`src/rtl/mo_pkg.sv`:
```
// Package: shared types for the match output driver.
// Assumes: action codes are 2 bits, encoded as below.
package mo_pkg;
    typedef enum logic [1:0] {
        ACT_HOLD = 2'b00,
        ACT_LOW  = 2'b01,
        ACT_HIGH = 2'b10,
        ACT_FLIP = 2'b11
    } mo_act_e;
endpackage

```
`src/rtl/mo_ctrl_regs.sv`:
```
// Module: mo_ctrl_regs
// Holds the per-channel action codes and PWM mode bits.
// Assumes: action field n sits at wdata[NCH+2n +: 2]; a write takes effect next cycle.
module mo_ctrl_regs #(
    parameter int NCH = 4
) (
    input  logic               clk,
    input  logic               rst_n,
    input  logic               emr_wr,
    input  logic [3*NCH-1:0]   emr_wdata,
    input  logic               pwm_wr,
    input  logic [NCH-1:0]     pwm_wdata,
    output logic [2*NCH-1:0]   act_codes,
    output logic [NCH-1:0]     pwm_sel
);
    localparam int ACT_LSB = NCH;

    // Action code storage, loaded from the upper write field.
    always_ff @(posedge clk) begin
        if (!rst_n)
            act_codes <= '0;
        else if (emr_wr)
            act_codes <= emr_wdata[ACT_LSB +: 2*NCH];
    end

    // PWM mode bit storage.
    always_ff @(posedge clk) begin
        if (!rst_n)
            pwm_sel <= '0;
        else if (pwm_wr)
            pwm_sel <= pwm_wdata;
    end

    // control state returns to zero after reset
    a_r1_ctrl_zero: assert property (@(posedge clk)
        $rose(rst_n) |-> (act_codes == '0 && pwm_sel == '0));

    // mode bits change only on a PWM write
    a_r8_mode_write_only: assert property (@(posedge clk) disable iff (!rst_n)
        !$past(pwm_wr) && $past(rst_n) |-> $stable(pwm_sel));
endmodule

```
`src/rtl/mo_level_unit.sv`:
```
// Module: mo_level_unit
// Keeps one channel's stored level and applies its match action or a write.
// Assumes: the hit is a one-cycle pulse; a non-hold action beats a same-cycle write.
module mo_level_unit
    import mo_pkg::*;
(
    input  logic    clk,
    input  logic    rst_n,
    input  logic    hit,
    input  mo_act_e act,
    input  logic    wr,
    input  logic    wbit,
    output logic    level
);
    logic nxt;
    logic act_live;

    // An action counts only when the pulse is present and the code is not hold.
    assign act_live = hit && (act != ACT_HOLD);

    // Choose the next level: action first, then write, else keep.
    always_comb begin
        nxt = level;
        if (act_live) begin
            case (act)
                ACT_LOW:  nxt = 1'b0;
                ACT_HIGH: nxt = 1'b1;
                ACT_FLIP: nxt = ~level;
                default:  nxt = level;
            endcase
        end else if (wr) begin
            nxt = wbit;
        end
    end

    // Level register.
    always_ff @(posedge clk) begin
        if (!rst_n)
            level <= 1'b0;
        else
            level <= nxt;
    end

    // clear action drives the level low
    a_r3_clear: assert property (@(posedge clk) disable iff (!rst_n)
        hit && act == ACT_LOW |=> !level);
    // set action drives the level high
    a_r4_set: assert property (@(posedge clk) disable iff (!rst_n)
        hit && act == ACT_HIGH |=> level);
    // toggle action inverts the level
    a_r5_toggle: assert property (@(posedge clk) disable iff (!rst_n)
        hit && act == ACT_FLIP |=> level != $past(level));
    // hold action with no write keeps the level
    a_r6_hold: assert property (@(posedge clk) disable iff (!rst_n)
        hit && act == ACT_HOLD && !wr |=> $stable(level));
    // a write without an action loads the written bit
    a_r2_write: assert property (@(posedge clk) disable iff (!rst_n)
        wr && !(hit && act != ACT_HOLD) |=> level == $past(wbit));
endmodule

```
`src/rtl/mo_pwm_cmp.sv`:
```
// Module: mo_pwm_cmp
// Registers the compare of the timer count against one match value.
// Assumes: output is high from the match value until the counter restarts.
module mo_pwm_cmp #(
    parameter int TW = 32
) (
    input  logic          clk,
    input  logic          rst_n,
    input  logic [TW-1:0] tc_val,
    input  logic [TW-1:0] mval,
    output logic          wave
);
    // Compare register, one cycle behind the count.
    always_ff @(posedge clk) begin
        if (!rst_n)
            wave <= 1'b0;
        else
            wave <= (tc_val >= mval);
    end

    // a count of zero below a nonzero match gives a low wave next cycle
    a_r8_low_below: assert property (@(posedge clk) disable iff (!rst_n)
        tc_val == '0 && mval != '0 |=> !wave);
endmodule

```
`src/rtl/match_out_driver.sv`:
```
// Module: match_out_driver (top)
// Drives NCH match outputs from stored levels or from PWM compares.
// Assumes: match pulses, count and match values come from the timer core.
module match_out_driver
    import mo_pkg::*;
#(
    parameter int NCH = 4,
    parameter int TW  = 32
) (
    input  logic                clk,
    input  logic                rst_n,
    input  logic                emr_wr,
    input  logic [3*NCH-1:0]    emr_wdata,
    input  logic                pwm_wr,
    input  logic [NCH-1:0]      pwm_wdata,
    input  logic [NCH-1:0]      match_hit,
    input  logic [TW-1:0]       tc_val,
    input  logic [NCH*TW-1:0]   match_val,
    output logic [NCH-1:0]      em_level,
    output logic [NCH-1:0]      mat_out
);
    logic [2*NCH-1:0] act_codes;
    logic [NCH-1:0]   pwm_sel;
    logic [NCH-1:0]   wave;

    mo_ctrl_regs #(.NCH(NCH)) u_ctrl (
        .clk       (clk),
        .rst_n     (rst_n),
        .emr_wr    (emr_wr),
        .emr_wdata (emr_wdata),
        .pwm_wr    (pwm_wr),
        .pwm_wdata (pwm_wdata),
        .act_codes (act_codes),
        .pwm_sel   (pwm_sel)
    );

    for (genvar n = 0; n < NCH; n++) begin : g_ch
        mo_level_unit u_lvl (
            .clk   (clk),
            .rst_n (rst_n),
            .hit   (match_hit[n]),
            .act   (mo_act_e'(act_codes[2*n +: 2])),
            .wr    (emr_wr),
            .wbit  (emr_wdata[n]),
            .level (em_level[n])
        );

        mo_pwm_cmp #(.TW(TW)) u_cmp (
            .clk    (clk),
            .rst_n  (rst_n),
            .tc_val (tc_val),
            .mval   (match_val[TW*n +: TW]),
            .wave   (wave[n])
        );

        // Output select: PWM compare or stored level.
        always_comb begin
            mat_out[n] = pwm_sel[n] ? wave[n] : em_level[n];
        end

        // in match mode the pin shows the stored level
        a_r9_match_mode: assert property (@(posedge clk) disable iff (!rst_n)
            !pwm_sel[n] |-> mat_out[n] == em_level[n]);
    end

    // outputs are zero right after reset
    a_r1_out_zero: assert property (@(posedge clk)
        $rose(rst_n) |-> (em_level == '0 && mat_out == '0));

    // with no hit and no write, no level moves
    a_r10_quiet: assert property (@(posedge clk) disable iff (!rst_n)
        match_hit == '0 && !emr_wr |=> $stable(em_level));
endmodule

```
`config.mk`:
```
export PLATFORM = sky130hd
export DESIGN_NAME = match_out_driver
export DESIGN_NICKNAME = d
export VERILOG_FILES = /design/src/rtl/mo_pkg.sv /design/src/rtl/mo_ctrl_regs.sv /design/src/rtl/mo_level_unit.sv /design/src/rtl/mo_pwm_cmp.sv /design/src/rtl/match_out_driver.sv
export SDC_FILE = /design/constraint.sdc
export NUM_CORES = 1
export LEC_CHECK = 0
export BUFFER_PORTS_ARGS = -buffer_cell sky130_fd_sc_hd__buf_4
export CORE_MARGIN = 3
export CORE_UTILIZATION = 44
export CTS_CLUSTER_SIZE = 16
export DETAILED_ROUTE_END_ITERATION = 6
export PLACE_DENSITY_LB_ADDON = 0.05
export SLEW_MARGIN = 20
export SYNTH_ARGS = -nofsm -noshare
export SYNTH_HDL_FRONTEND = slang
export SYNTH_SLANG_ARGS = --single-unit
```
`constraint.sdc`:
```
create_clock -name clk -period 1.41 [get_ports clk]
set_input_delay 0.141 -clock clk [delete_from_list [all_inputs] [get_ports clk]]
set_output_delay 0.141 -clock clk [all_outputs]
set_load 0.005 [all_outputs]
```
==> impl_metrics.tcl <==
set metrics [dict create \
    outcome "completed" \
    synthDistinctLibCells 34 \
    diodes 0 \
    power_mw 2.810 \
    clock_latency_ps 260 \
    drive_gt1_frac 0.3780 \
    cts.sinks 20 \
    yosysWarnings 0 \
    final_cells 920 \
    start_util 0.4543 \
    seq_area_um2 407.9 \
    clock_skew_ps 2.897 \
    vias_per_cell 4.889 \
    synth-seq-cells 20 \
    postCtsHoldBufs 0 \
    ctsLongestPathBuffers 2 \
    crit_path_end_kind "register" \
    cap_violations 0 \
    finalWorstSetupSlack_ps 53.29 \
    crit_slowest_cell "a311oi_2" \
    synthesis.area_um2 4198 \
    finalSetupViolations 0 \
    cts_tree "yes" \
    path_max_fanout 2 \
    wl_per_cell_um 13.47 \
    path_delay_family "compound AO/OA/AOI/OAI gates" \
    hold_viol 0 \
    cts-root-buf "clkbuf_8" \
    die_h_um 103.7 \
    p_per_area_nw_per_um2 434.2 \
    slew_viol_final 0 \
    fin_util 0.7003 \
    vias 4498 \
    antenna_found_initial 0 \
    cts_buffers 3 \
    die_area_um2 10750 \
    area_delta_synth_final_pct 54.16 \
    gp_congestion 0.8664 \
    seq_area_frac_synth 0.09538 \
    nets 1116 \
    post-place-ws_ps -478.6 \
    placed_cells 914 \
    path_clk_slew_ps 80 \
    hpwl_um 11060 \
    wl_um 12390 \
    first_global_vias 4562 \
    finalCriticalPeriod_ps 1357 \
    first_pass_iters 4 \
    fill_cells 764 \
    cts_max_level 1 \
    tightest_slew_ps 324.9 \
    synth_cells 552 \
    syn-num-nets 876 \
    start_kind "input pin" \
    finalInstanceArea_um2 6471 \
    worstHoldPathType "in2reg" \
    timing.fmax_ghz 0.7371 \
    min_period_over_period 0.9622 \
    critPathArrivalTime_ps 1500 \
    core_area_um2 9240 \
    dpl_cell_area_um2 6118 \
    tns_ps 0 \
    leakage_nw 3.766 \
    multi_input_area_um2 3492 \
    num_rows 35 \
    grt_max_degree 17 \
    path_class "in2reg" \
    vdd_drop_max_mv 0.3363 \
    ant_nets 0 \
    drc 0 \
    ioPinCount 192 \
    grt-ovfl-total 0 \
    relSlewSlack 0.7834 \
    required_ps 1560 \
    path_cells "buf_4 -> inv_1 -> ha_4 -> and3_4 -> a221oi_2 -> o21ai_2 -> a311oi_2 -> o21ai_1" \
    synth.avg_cell_area_um2 7.605 \
    hold_ws_ps 113.0 \
    first_iter_violations 107 \
    io_buffers 191 \
    grt_pass1_wl_um 20010 \
    grt_util_all_layers 0.2177 \
    die_w_um 103.7 \
    crit_buf_inv 2 \
    cpPeakStageDelay_ps 280 \
]
## power by group
| group | total (mW) | internal, mW | leakage, nW | switching, mW |
|---|---|---|---|---|
| logic | 1.73 | 0.973 | 3.57 | 0.753 |
| registers | 0.638 | 0.608 | 0.167 | 0.0301 |
| clock network | 0.445 | 0.249 | 0.0288 | 0.196 |
| total | 2.81 | 1.83 | 3.77 | 0.979 |
## cell families after synthesis
group	after synthesis	share of synthesized area
adder cells (fa/ha/maj)	140	0.4173
AO/OA/AOI/OAI	112	0.1785
multiplexers	16	0.03815
flip-flops	20	0.09538
AND/OR/NAND/NOR	118	0.1362
buffers and inverters	146	0.1344
## routing by layer
layer	vias to the layer above	GRT usage	part of all wire
li1	2370	-	-
met1	1993	0.2749	0.44
met2	128	0.4023	0.50
met3	7	0.03364	0.055
met4	0	0.02279	0.0061
met5	-	0	0
## synth_stat cells, drive strengths merged
master	count	area [µm²]
a2111oi	1	15.01
a211o	3	26.28
a211oi	7	72.57
a21o	8	60.06
a21oi	46	230.2
a221o	9	90.09
a221oi	3	45.04
a22oi	4	30.03
a311oi	3	26.28
and2	1	6.260
and3	6	37.54
and4	9	78.83
buf	6	38.78
clkbuf	1	3.750
dfxtp	20	400.4
ha	140	1752
inv	139	521.8
mux2i	16	160.2
nand2	27	101.4
nand2b	4	25.02
nand3	17	85.08
nand4	9	56.30
nor2	40	150.1
nor2b	4	25.02
nor4	1	6.260
o2111ai	1	8.760
o211ai	3	22.52
o21a	1	7.510
o21ai	23	115.1
## worst paths after layout
check,from,end,slack [ps],cells after the start
setup / recovery,match_val[70],g_ch[2].u_cmp.wave$_SDFF_PN0_,50,8
hold / removal,emr_wdata[11],u_ctrl.act_codes[7]$_SDFFE_PN0P_,110,3
setup reg to reg,u_ctrl.act_codes[4]$_SDFFE_PN0P_,g_ch[2].u_lvl.level$_SDFFE_PN0P_,90,7
hold reg to reg,u_ctrl.act_codes[4]$_SDFFE_PN0P_,u_ctrl.act_codes[4]$_SDFFE_PN0P_,500,2
## timing repair
| item | CTS | global route |
|---|---|---|
| buffers inserted | 0 | 2 |
| pin swaps | 8 | 18 |
| setup endpoints to repair | 5 | 8 |
| endpoints found under the hold margin | 0 | 0 |
| gates resized for setup | 12 | 41 |
## worst reg2reg max path, cell delays in order, from the launching register on
cell     delay (ps)
dfxtp_2         340
inv_1            60
ha_1            200
nor2b_2         130
nor2_1           60
a21oi_1         150
mux2i_1         210
nor2_1           70
## state kept, by name, summed over array words and instances, names as in the netlist
signal	flops
u_ctrl.act_codes	8
u_ctrl.pwm_sel	4
g_ch.u_lvl.level	4
g_ch.u_cmp.wave	4
## placed cells by master (no fill, tap or decap), drive strengths merged, types with 3 or more instances in the layout
master / netlist / final
and3: 6 / 6
inv: 139 / 139
buf: 6 / 242
mux2i: 16 / 16
clkbuf: 1 / 4
a211o: 3 / 3
a311oi: 3 / 3
o211ai: 3 / 3
a221o: 9 / 9
nand4: 9 / 9
dfxtp: 20 / 20
nand3: 17 / 17
nand2b: 4 / 4
a211oi: 7 / 7
nor2: 40 / 40
a221oi: 3 / 3
and4: 9 / 9
nor2b: 4 / 4
o21ai: 23 / 23
a22oi: 4 / 4
ha: 140 / 140
a21oi: 46 / 46
a21o: 8 / 8
nand2: 27 / 27
## layout make-up
cell class | instances | share of cell area
Tap cell | 129 | 0.02494
Timing Repair Buffer | 242 | 0.2825
Sequential cell | 20 | 0.06303
Clock buffer | 4 | 0.008507
Multi-Input combinational cell | 386 | 0.5396
Inverter | 139 | 0.08140
Power figures use the tool's default switching activity.
